### src/rtl/lcdcap_pkg.sv
// Package: shared constants and mode encodings for the column capture block.
// Assumes: one system clock drives every module of the block.
package lcdcap_pkg;

    // Width of one latch slot, which is one assembled byte.
    localparam int unsigned SLOT_BITS = 8;

    // Encoding of the bus width select.
    typedef enum logic {
        BUS_NIBBLE = 1'b0,
        BUS_BYTE   = 1'b1
    } bus_mode_e;

    // Encoding of the pointer travel direction.
    typedef enum logic {
        SCAN_UP   = 1'b0,
        SCAN_DOWN = 1'b1
    } scan_dir_e;

endpackage

### src/rtl/lcdcap_bus_conv.sv
// Module: lcdcap_bus_conv
// Turns accepted strobes into bytes. In byte mode every take yields the
// whole bus. In nibble mode a take with phase 0 stores the low nibble and
// a take with phase 1 produces {new nibble, stored nibble}.
// Assumes: take is high for one cycle per strobe, and clr clears the pairing.
module lcdcap_bus_conv
    import lcdcap_pkg::*;
#(
    parameter int unsigned SLOT_W = SLOT_BITS
) (
    input  logic              clk,
    input  logic              rst_n,
    input  logic              clr,
    input  logic              take,
    input  logic              byte_mode,
    input  logic [SLOT_W-1:0] din,
    output logic              byte_vld,
    output logic [SLOT_W-1:0] byte_val
);

    localparam int unsigned HALF_W = SLOT_W / 2;

    logic              phase_q;
    logic [HALF_W-1:0] low_q;

    // Nibble pairing state: remember the low nibble and which half comes next.
    always_ff @(posedge clk) begin
        if (!rst_n) begin
            phase_q <= 1'b0;
            low_q   <= '0;
        end else if (clr) begin
            phase_q <= 1'b0;
        end else if (take && (bus_mode_e'(byte_mode) == BUS_NIBBLE)) begin
            if (!phase_q) begin
                low_q <= din[HALF_W-1:0];
            end
            phase_q <= ~phase_q;
        end
    end

    // Byte output: whole bus in byte mode, joined nibbles in nibble mode.
    always_comb begin
        if (bus_mode_e'(byte_mode) == BUS_BYTE) begin
            byte_vld = take;
            byte_val = din;
        end else begin
            byte_vld = take & phase_q;
            byte_val = {din[HALF_W-1:0], low_q};
        end
    end

    // In nibble mode no two consecutive takes may both produce a byte.
    assert_nibble_pairs_R3: assert property (@(posedge clk) disable iff (!rst_n)
        (byte_vld && !byte_mode && !clr) |=> !(byte_vld && !byte_mode));

endmodule

### src/rtl/lcdcap_slot_ptr.sv
// Module: lcdcap_slot_ptr
// One-hot pointer over the latch slots. clr loads the first slot for the
// chosen direction. Each adv moves the pointer by one slot, and the step
// taken from the last slot sets full.
// Assumes: dir_down is stable between clears.
module lcdcap_slot_ptr
    import lcdcap_pkg::*;
#(
    parameter int unsigned SLOTS = 20
) (
    input  logic             clk,
    input  logic             rst_n,
    input  logic             clr,
    input  logic             dir_down,
    input  logic             adv,
    output logic [SLOTS-1:0] sel,
    output logic             full
);

    localparam logic [SLOTS-1:0] FIRST_UP   = SLOTS'(1);
    localparam logic [SLOTS-1:0] FIRST_DOWN = SLOTS'(1) << (SLOTS - 1);

    logic [SLOTS-1:0] start_sel;
    logic             at_last;

    // Choose the starting slot and the final slot for the travel direction.
    always_comb begin
        if (scan_dir_e'(dir_down) == SCAN_DOWN) begin
            start_sel = FIRST_DOWN;
            at_last   = sel[0];
        end else begin
            start_sel = FIRST_UP;
            at_last   = sel[SLOTS-1];
        end
    end

    // Pointer and full flag: reload on clear, step on every written byte.
    always_ff @(posedge clk) begin
        if (!rst_n || clr) begin
            sel  <= start_sel;
            full <= 1'b0;
        end else if (adv) begin
            if (scan_dir_e'(dir_down) == SCAN_DOWN) begin
                sel <= sel >> 1;
            end else begin
                sel <= sel << 1;
            end
            if (at_last) begin
                full <= 1'b1;
            end
        end
    end

    assert_ptr_onehot_R4: assert property (@(posedge clk) disable iff (!rst_n)
        $onehot0(sel));

    assert_adv_has_slot_R2: assert property (@(posedge clk) disable iff (!rst_n)
        adv |-> $onehot(sel));

    assert_full_sticks_R6: assert property (@(posedge clk) disable iff (!rst_n)
        (full && !clr) |=> full);

endmodule

### src/rtl/lcdcap_data_latch.sv
// Module: lcdcap_data_latch
// Bank of byte slots. A write stores wdata into every slot whose select bit
// is set. Slot k sits at bits k*SLOT_W upward in q.
// Assumes: sel has at most one bit set.
module lcdcap_data_latch
    import lcdcap_pkg::*;
#(
    parameter int unsigned SLOTS  = 20,
    parameter int unsigned SLOT_W = SLOT_BITS
) (
    input  logic                    clk,
    input  logic                    rst_n,
    input  logic                    wr,
    input  logic [SLOTS-1:0]        sel,
    input  logic [SLOT_W-1:0]       wdata,
    output logic [SLOTS*SLOT_W-1:0] q
);

    for (genvar k = 0; k < SLOTS; k++) begin : g_slot
        // One slot: clear on reset, load when written and selected.
        always_ff @(posedge clk) begin
            if (!rst_n) begin
                q[k*SLOT_W +: SLOT_W] <= '0;
            end else if (wr && sel[k]) begin
                q[k*SLOT_W +: SLOT_W] <= wdata;
            end
        end
    end

    assert_no_write_no_change_R7: assert property (@(posedge clk) disable iff (!rst_n)
        !wr |=> $stable(q));

endmodule

### src/rtl/lcdcap_column_capture.sv
// Module: lcdcap_column_capture
// Top of the column capture block. It decides which strobes are taken
// (enable handshake, line clear, full line), routes bytes into the latch
// through the one-hot pointer, drives the cascade output and copies the
// latch into the line latch when the line pulse falls.
// Assumes: shift_stb marks shift-clock falling edges, one cycle each;
// bus_byte and scan_down change only while line_pulse is high.
module lcdcap_column_capture
    import lcdcap_pkg::*;
#(
    parameter int unsigned SLOTS  = 20,
    parameter int unsigned SLOT_W = SLOT_BITS
) (
    input  logic                    clk,
    input  logic                    rst_n,
    input  logic                    line_pulse,
    input  logic                    en_in_n,
    input  logic                    shift_stb,
    input  logic                    bus_byte,
    input  logic                    scan_down,
    input  logic [SLOT_W-1:0]       din,
    output logic                    casc_out_n,
    output logic [SLOTS*SLOT_W-1:0] line_out
);

    localparam int unsigned LINE_W = SLOTS * SLOT_W;

    logic              lp_q;
    logic              active_q;
    logic              take;
    logic              lp_fall;
    logic              byte_vld;
    logic [SLOT_W-1:0] byte_val;
    logic [SLOTS-1:0]  slot_sel;
    logic              line_full;
    logic [LINE_W-1:0] latch_q;

    // Gate strobes: not during a line pulse, not once full, and only with enable.
    always_comb begin
        take    = shift_stb & ~line_pulse & ~line_full & (active_q | ~en_in_n);
        lp_fall = lp_q & ~line_pulse;
    end

    // Line pulse history, used to find its falling edge.
    always_ff @(posedge clk) begin
        if (!rst_n) begin
            lp_q <= 1'b0;
        end else begin
            lp_q <= line_pulse;
        end
    end

    // Selection state: set by the first enabled strobe, cleared by the line pulse.
    always_ff @(posedge clk) begin
        if (!rst_n || line_pulse) begin
            active_q <= 1'b0;
        end else if (take) begin
            active_q <= 1'b1;
        end
    end

    lcdcap_bus_conv #(
        .SLOT_W (SLOT_W)
    ) u_bus_conv (
        .clk       (clk),
        .rst_n     (rst_n),
        .clr       (line_pulse),
        .take      (take),
        .byte_mode (bus_byte),
        .din       (din),
        .byte_vld  (byte_vld),
        .byte_val  (byte_val)
    );

    lcdcap_slot_ptr #(
        .SLOTS (SLOTS)
    ) u_slot_ptr (
        .clk      (clk),
        .rst_n    (rst_n),
        .clr      (line_pulse),
        .dir_down (scan_down),
        .adv      (byte_vld),
        .sel      (slot_sel),
        .full     (line_full)
    );

    lcdcap_data_latch #(
        .SLOTS  (SLOTS),
        .SLOT_W (SLOT_W)
    ) u_data_latch (
        .clk   (clk),
        .rst_n (rst_n),
        .wr    (byte_vld),
        .sel   (slot_sel),
        .wdata (byte_val),
        .q     (latch_q)
    );

    // Cascade enable to the next driver: low once this line is full.
    assign casc_out_n = ~line_full;

    // Line latch: load the whole data latch when the line pulse falls.
    always_ff @(posedge clk) begin
        if (!rst_n) begin
            line_out <= '0;
        end else if (lp_fall) begin
            line_out <= latch_q;
        end
    end

    assert_line_hold_R8: assert property (@(posedge clk) disable iff (!rst_n)
        !(lp_q && !line_pulse) |=> $stable(line_out));

    assert_casc_release_R9: assert property (@(posedge clk) disable iff (!rst_n)
        line_pulse |=> casc_out_n);

    assert_casc_after_byte_R6: assert property (@(posedge clk) disable iff (!rst_n)
        $fell(casc_out_n) |-> $past(byte_vld));

    assert_full_frozen_R7: assert property (@(posedge clk) disable iff (!rst_n)
        (!casc_out_n && !line_pulse) |=> $stable(latch_q));

    assert_wait_enable_R5: assert property (@(posedge clk) disable iff (!rst_n)
        (!active_q && en_in_n) |-> !byte_vld);

endmodule

### config.mk
export PLATFORM = sky130hd
export DESIGN_NAME = lcdcap_column_capture
export DESIGN_NICKNAME = d
export VERILOG_FILES = /design/src/rtl/lcdcap_pkg.sv /design/src/rtl/lcdcap_bus_conv.sv /design/src/rtl/lcdcap_slot_ptr.sv /design/src/rtl/lcdcap_data_latch.sv /design/src/rtl/lcdcap_column_capture.sv
export SDC_FILE = /design/constraint.sdc
export NUM_CORES = 1
export LEC_CHECK = 0
export BUFFER_PORTS_ARGS = -buffer_cell sky130_fd_sc_hd__buf_4
export CELL_PAD_IN_SITES_DETAIL_PLACEMENT = 0
export CELL_PAD_IN_SITES_GLOBAL_PLACEMENT = 1
export CORE_AREA = 3 3 222 159
export CTS_BUF_LIST = sky130_fd_sc_hd__clkbuf_16
export CTS_CLUSTER_SIZE = 14
export DETAILED_ROUTE_END_ITERATION = 8
export DIE_AREA = 0 0 225 162
export PLACE_DENSITY_LB_ADDON = 0.1
export SYNTH_ARGS = -nofsm -noshare
export SYNTH_HDL_FRONTEND = slang
export SYNTH_HIERARCHICAL = 1
export SYNTH_SLANG_ARGS = --single-unit
### constraint.sdc
create_clock -name clk -period 1.32 [get_ports clk]
set_input_delay 0.066 -clock clk [delete_from_list [all_inputs] [get_ports clk]]
set_output_delay 0.066 -clock clk [all_outputs]
set_load 0.02 [all_outputs]
* Word-level counts from Yosys, hierarchy flattened *
Cells that the tools add are included.

cells by class
  multiplexer cells = 7
  bitwise operators = 12
  reduce and logical (&&, ||, !) cells = 27

operators with widths
  kind                 number
  2-to-1 mux 20 bit    4
  logical AND 1 bit    21
  2-to-1 mux 8 bit     1
  inverter 1 bit       6
  AND 1 bit            5
  AND reduction 3 bit  1
  2-to-1 mux 1 bit     2
  AND reduction 2 bit  1
  nonzero test 2 bit   1
  OR reduction 2 bit   1
  zero test 1 bit      1
  logical OR 1 bit     1
  bitwise OR 1 bit     1

word-level totals
  register bits after elaboration = 348
  word-level logic and storage cells = 73

* Depth between registers and ports, before layout *
Gate-level depths: netlist of run 1.

  depth after elaboration = 8
  gate-level depth with buffers = 6

* Hierarchy *
The synthesis of run 1 kept the hierarchy.

by module, submodules not included
  module                 instances  cells each  area each (um^2)  seq. area each (um^2)
  lcdcap_column_capture  1          705         6,024.5           3,243.1
  lcdcap_data_latch      1          545         5,924.4           3,203.1
  lcdcap_slot_ptr        1          72          1,018.5           620.6
  lcdcap_bus_conv        1          32          316.6             100.1

* Worst setup path before layout of run 1 *
No wires, ideal clock.

  path type = register to register
  from = register u_slot_ptr.full
  to = register u_slot_ptr.sel[0] (enable)
  library setup time = 0.346 ns
  arrival time = 1.202 ns
  data required time = 0.974 ns
  path slack = -0.228 ns
  stages on the path, launching flop included = 5
  cells stage by stage = dfxtp_1 inv_1 o2111a_1 o21a_1 or2_2

on the way
  cells in the longest elaborated chain, start to end = 6

ends and longest elaborated chain
  element                           line                         text
  from (decl)                       lcdcap_slot_ptr.sv:17        output logic full
  from (signal assigned)            lcdcap_slot_ptr.sv:41        full <= 1'b0;
  from (signal assigned)            lcdcap_slot_ptr.sv:49        full <= 1'b1;
  inverter 1 bit (*)                --
  net casc_out_n                    lcdcap_column_capture.sv:22  output logic casc_out_n,
  AND 1 bit (*) (2 in a row)        lcdcap_column_capture.sv:40  take = shift_stb & ~line_pulse & ~line_full & (active_q | ~en_in_n);
  net take                          lcdcap_column_capture.sv:30  logic take;
  AND 1 bit                         lcdcap_bus_conv.sv:47        byte_vld = take & phase_q;
  2-to-1 mux 1 bit (*)              lcdcap_bus_conv.sv:43        if (bus_mode_e'(byte_mode) == BUS_BYTE) begin
  net byte_vld                      lcdcap_column_capture.sv:32  logic byte_vld;
  nonzero test 2 bit (no line) (*)  --
  to (signal assigned)              lcdcap_slot_ptr.sv:40        sel <= start_sel;
  to (signal assigned)              lcdcap_slot_ptr.sv:44        sel <= sel >> 1;
  to (signal assigned)              lcdcap_slot_ptr.sv:46        sel <= sel << 1;
  to (decl)                         lcdcap_slot_ptr.sv:16        output logic [SLOTS-1:0] sel,

Mark *: on every way through the listed nets, which the timed path passes. The rest lies on a longest branch.
A chain may end at the register's enable or synchronous reset.

* Worst setup path after layout of run 1 *
  from = register active_q
  to = register u_slot_ptr.sel[7] (enable)

on the way
  cells in the longest elaborated chain, start to end = 5

ends and longest elaborated chain
  element                           line                         text
  from (decl)                       lcdcap_column_capture.sv:29  logic active_q;
  from (signal assigned)            lcdcap_column_capture.sv:56  active_q <= 1'b0;
  from (signal assigned)            lcdcap_column_capture.sv:58  active_q <= 1'b1;
  bitwise OR 1 bit (*)              lcdcap_column_capture.sv:40
  AND 1 bit (*)                     lcdcap_column_capture.sv:40
  net take                          lcdcap_column_capture.sv:30
  AND 1 bit                         lcdcap_bus_conv.sv:47
  2-to-1 mux 1 bit (*)              lcdcap_bus_conv.sv:43
  net byte_vld                      lcdcap_column_capture.sv:32
  nonzero test 2 bit (no line) (*)  --

Marks and branches as above.

==> key figures, run 1 <==
Power and ir drop
  – Leak pwr: 7.606 nW
  – Maximum vdd drop: approximately 0.7 mV
  – P per Cell Area: between 1000 and 1500 nW/um^2
  – Overall power: 22.07 mW

Setup path
  – Crit path required time: 1600 ps
  – CP Launch Type: flip-flop
  – FF-to-FF setup slack: -90 ps
  – Reg-to-Reg End: u_slot_ptr/sel[7]$_SDFFCE_PP0P_
  – R2R depth: 4
  – Worst setup path end: u_slot_ptr/sel[7]$_SDFFCE_PP0P_
  – Worst Path Arrival: 1690 ps
  – Setup Crit Path Kind: reg -> reg
  – Worst-path fanout max: 5
  – CP startpoint: active_q$_SDFFE_PP0P_
  – Critical Path End Type: flip-flop
  – Reg2reg start: active_q$_SDFFE_PP0P_

Place
  – Place WS: -103.7 ps
  – Port bufs: 175
  – DPL Wire Length: 21.50 mm
  – Placer Congestion: just over 0.7

Timing
  – Final WS setup: -87.05 ps
  – Fmax achieved: slightly above 700 MHz
  – Final Max Tran Viols: 0
  – RSZ-0062 raised after global routing: yes
  – Final Setup Violations: approximately 180
  – Final setup skew: 10.91 ps
  – Worst slew pin tran: between 400 and 500 ps
  – Fin Setup TNS: -5794 ps
  – Crit path time final: 1407 ps
  – Worst hold margin: 55.63 ps
  – Period utilization: 1.066
  – Final Hold Fails: 0
  – Slew margin rel.: 0.6700

CTS
  – CTS tree: built
  – Clk_lat worst skew: 520 ps
  – TritonCTS buffer count: 38
  – Clock transition at path regs: 60 ps
  – Clock H-tree levels: 2
  – Total clock sinks: 348
  – Clk root buf: clkbuf_16
  – Max Root-Sink Buffers: 3

GRT
  – Initial antenna violation count: 0
  – Vias in the first global route: between 9000 and 10000
  – Total GRT Usage: 0.1801
  – Most crowded layer after global routing: met2
  – Met3 GRT Util: 0.03180
  – Met2 global-route usage: 0.2738
  – Met1 global-route usage: 0.2661
  – Remaining Overflow, GRT: 0
  – Global-route wire length before repair: 52.59 mm
  – Largest net degree at the start of global routing: 122

Floorplan
  – Row Count: 56
  – Core area: 33280 um^2
  – Die W: 225 um
  – Die H: 162 um
  – Initial core utilization: 0.3991
  – Die area: 36450 um^2
  – Num ports: 176

Cells and area
  – Most frequent cells in the layout: 489 x nand2_1, 326 x dfxtp_1, 202 x buf_4
  – Layout cell share with drive strength beyond 1: 0.2188
  – Most common cell after layout, fill and taps aside: nand2_1
  – Nets: 1565
  – Area Overhead vs Synth: 27.17%
  – Final antenna diode count: 0

Yosys
  – Post-Syn Instances: 1354
  – Number of synthesized register bits: between 300 and 400
  – Synth unique cells: 34
  – Synthesis Warnings: 6
  – Synth Net Count: 1369
  – Mapped Area: 13280 um^2
  – Register area share after synthesis: 0.5395
  – Average size of a mapped cell: 9.811 um^2

Run
  – Total of max-cap violations: 0

Routing
  – DR vias: between 9000 and 10000
  – Drc violations: 0
  – Via density: 4.764
  – Post-DRT Antenna Nets: 0
  – Pre-antenna DRT Iters: 5
  – Detailed-route wire length per cell: 16.88 um
  – Final WL: around 34 mm
  – DRT iter0 DRCs: 542

Min path
  – Worst hold path type: in -> reg

Status
  – Failing checks: setup timing
  – Status: finished, violations left
==> flip-flops by register name, indices dropped and copies added (netlist names) <==
register	flops
u_data_latch/q	160
line_out	160
u_bus_conv/phase_q	1
u_slot_ptr/full	1
lp_q	1
active_q	1
u_slot_ptr/sel	20
u_bus_conv/low_q	4
==> synth_stat cells (all sizes together) <==
cell / n / area share
a21boi: 160 / 0.090
a31oi: 1 / 0.00047
and2: 1 / 0.00047
buf: 78 / 0.052
clkbuf: 20 / 0.0057
dfxtp: 328 / 0.49
edfxtp: 20 / 0.045
inv: 4 / 0.0011
mux2: 9 / 0.0079
mux2i: 180 / 0.14
nand2: 513 / 0.15
nand2b: 2 / 0.0015
nand3: 4 / 0.0015
nand3b: 1 / 0.00057
nor2: 18 / 0.0051
nor2b: 3 / 0.0016
nor3b: 2 / 0.0011
nor4b: 1 / 0.0018
o2111a: 1 / 0.00085
o21a: 1 / 0.00057
o21ai: 4 / 0.0015
o22ai: 1 / 0.00047
or2: 1 / 0.00047
xnor2: 1 / 0.00066
==> worst min-delay path by stage <==
stage | slack (ps) | startpoint | cells past startpoint | end
after floorplan | 140 | line_pulse | 1 | u_bus_conv/phase_q$_SDFFE_PP0P_
after global placement | 330 | din[1] | 3 | u_bus_conv/low_q[1]$_SDFFE_PN0P_
after detailed placement | 340 | din[1] | 3 | u_bus_conv/low_q[1]$_SDFFE_PN0P_
after CTS | 40 | bus_byte | 4 | u_bus_conv/phase_q$_SDFFE_PP0P_
after global routing | 70 | scan_down | 2 | u_slot_ptr/sel[0]$_DFFE_PP_
final | 60 | bus_byte | 4 | u_bus_conv/phase_q$_SDFFE_PP0P_
==> through the flow <==
stage / utilization / cells / area (um^2)
after detailed placement: 0.4587 / 1920 / 15270
after floorplan: - / 1354 / 13410
after CTS: 0.4988 / 1997 / 16600
after global routing: 0.5076 / 2012 / 16890
after global placement: 0.4587 / 1920 / 15270
final: 0.5076 / 2012 / 16890
==> critical path, cell delays in order (launching register included) <==
cell and delay, ps:
dfxtp_2 320, o2111a_1 250, o21a_4 160, buf_4 150, or2_4 280
==> cell families (layout without fill, tap and decap cells) <==
logic type,count (synthesis),after routing,share of synthesized area
AOI/OAI and AO/OA,168,168,0.09428
DFF,348,348,0.5395
muxes,189,189,0.1435
buffers and inverters,102,322,0.05840
and+or+nand+nor,546,549,0.1636
xor gates and xnor gates,1,1,0.0006594
==> per-layer routing <==
metal  wire (um)  up-vias
met5           0        -
met4         557        0
met3        1349       44
met2       14380      168
met1       17680     4530
li1            -     4844
==> timing repair <==
item,4_1_cts,5_1_grt
pin swaps,1,5
cloned,2,8
hold buffers,8,0
endpoints found under the setup margin,181,211
gates resized for setup,9,40
endpoints found under the hold margin,9,0
buffers inserted,0,7
==> area by class of cell <==
type | count | area [um^2]
clock buffers | 42 | 1051
inverters | 4 | 17.52
clock inverters | 25 | 136.4
repair buffers | 251 | 2419
multi-input cells | 907 | 5557
flip-flops and latches | 348 | 7169
fillers | 3114 | 16390
well taps | 435 | 544.3
==> power by group <==
part / leakage, nW / switching (mW) / total [mW] / internal (mW)
registers: 2.86 / 0.0921 / 10.8 / 10.7
logic: 4.14 / 0.664 / 1.16 / 0.499
clock network: 0.603 / 4.22 / 10.1 / 5.89
No activity file was read; power rests on OpenSTA's default activity.
==> run 2: changes to the inputs <==
--- a/config.mk
+++ b/config.mk
@@ -14,6 +14,7 @@
 export DETAILED_ROUTE_END_ITERATION = 8
 export DIE_AREA = 0 0 225 162
 export PLACE_DENSITY_LB_ADDON = 0.1
+export REMOVE_ABC_BUFFERS = 1
 export SYNTH_ARGS = -nofsm -noshare
 export SYNTH_HDL_FRONTEND = slang
 export SYNTH_HIERARCHICAL = 1
==> run 2 against run 1 <==
Clock power about the same. Final cell count decreased by 0.20%. The run still ends with setup timing left. Power decreased by 1.1%. Die area did not move.
==> key figures, run 2 (synthesis results as in run 1) <==
Run
  – Total of max-cap violations: 0

Power and ir drop
  – Switching share of power: 0.2257
  – Leak pwr: 7.448 nW
  – Maximum vdd drop: 0.7535 mV
  – Overall power: roughly 22 mW
  – P_int: 16.91 mW
  – P per Cell Area: 1282 nW/um^2
  – Seq pwr share: 0.496
  – Combinational Power Share: 0.056
  – Clock power share: 0.448
  – Total net switching power: a little under 5 mW

Timing
  – Crit path time final: 1464 ps
  – Worst hold margin: 57.97 ps
  – Final Max Tran Viols: 0
  – Worst slew pin tran: between 300 and 400 ps
  – Fmax achieved: 682.9 MHz
  – Final Setup Violations: 181
  – RSZ-0062 raised after global routing: yes
  – Final setup skew: 19.37 ps
  – Final WS setup: -144.2 ps
  – Slew margin rel.: 0.7637
  – Final Hold Fails: 0
  – Period utilization: 1.109

GRT
  – Total GRT Usage: 0.1874
  – Vias in the first global route: just under 10000
  – Largest net degree at the start of global routing: a little under 60
  – Initial antenna violation count: 0
  – Remaining Overflow, GRT: 0
  – Global-route wire length before repair: 54.52 mm

Floorplan
  – Die W: 225 um
  – Core area: 33280 um^2
  – Die H: 162 um
  – Initial core utilization: 0.3991
  – Num ports: 176
  – Die area: about 36000 um^2
  – Row Count: 56

Setup path
  – R2R depth: 5
  – FF-to-FF setup slack: -140 ps
  – Slowest CP cell: dfxtp_2
  – CP max stage delay: 320 ps
  – Setup Crit Path Kind: reg -> reg
  – CP Launch Type: flip-flop
  – Worst path top cell family by delay: compound AO/OA/AOI/OAI gates
  – Worst Path Arrival: 1760 ps
  – Reg2reg start: active_q$_SDFFE_PP0P_
  – Reg-to-Reg End: u_slot_ptr/sel[10]$_SDFFCE_PP0P_
  – Critical path buffers and inverters: 2
  – Critical Path End Type: flip-flop
  – Crit path required time: 1620 ps
  – Worst-path cell chain: o2111a_1 > o21a_2 > or2_4 > buf_6 > buf_16
  – Worst-path fanout max: 5

CTS
  – Max Root-Sink Buffers: 3
  – Total clock sinks: roughly 350
  – CTS tree: built
  – TritonCTS buffer count: 37
  – Clock transition at path regs: 60 ps
  – Clk_lat worst skew: 530 ps
  – Clk root buf: clkbuf_16
  – Clock H-tree levels: 2

Place
  – Placer Congestion: 0.7288
  – Port bufs: ~180
  – DPL Wire Length: 21.85 mm

Cells and area
  – Seq. cell area: 7171 um^2
  – Largest regs: line_out x160, u_data_latch/q x160, u_slot_ptr/sel x20
  – Multi-input logic area: 5668 um^2
  – Final antenna diode count: 0
  – # fillers: 3127
  – Most frequent cells in the layout: 488 x nand2_1, 325 x dfxtp_1, 207 x buf_4
  – Nets: around 1600
  – Area Overhead vs Synth: 28.18%
  – Most common cell after layout, fill and taps aside: nand2_1
  – Layout cell share with drive strength beyond 1: 0.2200

Routing
  – Final WL: between 30 and 40 mm
  – DRT iter0 DRCs: 495
  – DR vias: just under 10000
  – Drc violations: 0
  – Detailed-route wire length per cell: about 17 um
  – Post-DRT Antenna Nets: 0
  – Via density: approximately 4.8
  – Pre-antenna DRT Iters: 6

Status
  – Status: finished, violations left
  – Failing checks: setup timing

Min path
  – Hold Path End: u_bus_conv/phase_q$_SDFFE_PP0P_
  – Worst hold path type: in -> reg
  – WHS Path Cells: 4
  – Min-delay src: bus_byte
## run 2: through the flow
step	cell area (um^2)	TNS, ps	util	worst slack (ps)	std cells
finish	17030	-18460	0.5116	-144.2	2008
global route	17030	-31610	0.5116	-214.8	2008
CTS	16840	-18000	0.5060	-140.1	2001
detailed placement	15230	-31770	0.4576	-209.2	1926
global placement	15230	-29350	0.4576	-196.0	1926
floorplan	12520	-857340	-	-4518	1256
## run 2: layout make-up
class / instances / area share
repair buffers: 258 / 0.1479
clock buffers: 39 / 0.05731
well taps: 435 / 0.03196
inverters: 4 / 0.0008818
multi-input cells: 904 / 0.3329
flip-flops and latches: 348 / 0.4211
clock inverters: 20 / 0.007936
## run 2: routing by layer
metal | track usage | wire [um]
met5 | 0 | 0
met4 | 0.03926 | 492
met3 | 0.03342 | 1430
met2 | 0.2803 | 14590
met1 | 0.2828 | 17860
## run 2: power by group through the flow
stage / Sequential, mW / Combinational, mW / Clock (mW)
6_report: 10.8 / 1.22 / 9.79
5_1_grt: 10.8 / 1.30 / 10.5
4_1_cts: 10.8 / 1.19 / 10.1
3_5_place_dp: 11.0 / 1.08 / 0
3_3_place_gp: 11.0 / 1.08 / 0
2_1_floorplan: 11.0 / 0.392 / 0
## run 2: worst min-delay path, stage by stage
cell and delay, ps:
buf_4 210, nor2b_2 70, xnor2_1 140, nor3b_1 50
## run 2: timing repair
| action | CTS | global route |
|---|---|---|
| setup endpoints to repair | 181 | 222 |
| setup buffers | 3 | 5 |
| gates resized for setup | 47 | 32 |
| hold endpoints to repair | 9 | 0 |
| pin swaps | 2 | 5 |
| gates cloned | 5 | 2 |
| hold buffers | 8 | 0 |
## run 2: worst max path at each step
stage / endpoint / cells after the start / start / slack [ps]
after floorplan: line_out[100]$_SDFFE_PN0P_ / 3 / lp_q$_SDFF_PN0_ / -4520
after global placement: u_data_latch/q[140]$_SDFFE_PN0P_ / 6 / u_slot_ptr/full$_SDFFE_PP0P_ / -200
after detailed placement: u_data_latch/q[139]$_SDFFE_PN0P_ / 6 / u_slot_ptr/full$_SDFFE_PP0P_ / -210
after CTS: u_slot_ptr/sel[2]$_SDFFCE_PP0P_ / 4 / active_q$_SDFFE_PP0P_ / -140
after global routing: u_data_latch/q[49]$_SDFFE_PN0P_ / 7 / u_slot_ptr/full$_SDFFE_PP0P_ / -210
final: u_slot_ptr/sel[10]$_SDFFCE_PP0P_ / 5 / active_q$_SDFFE_PP0P_ / -140
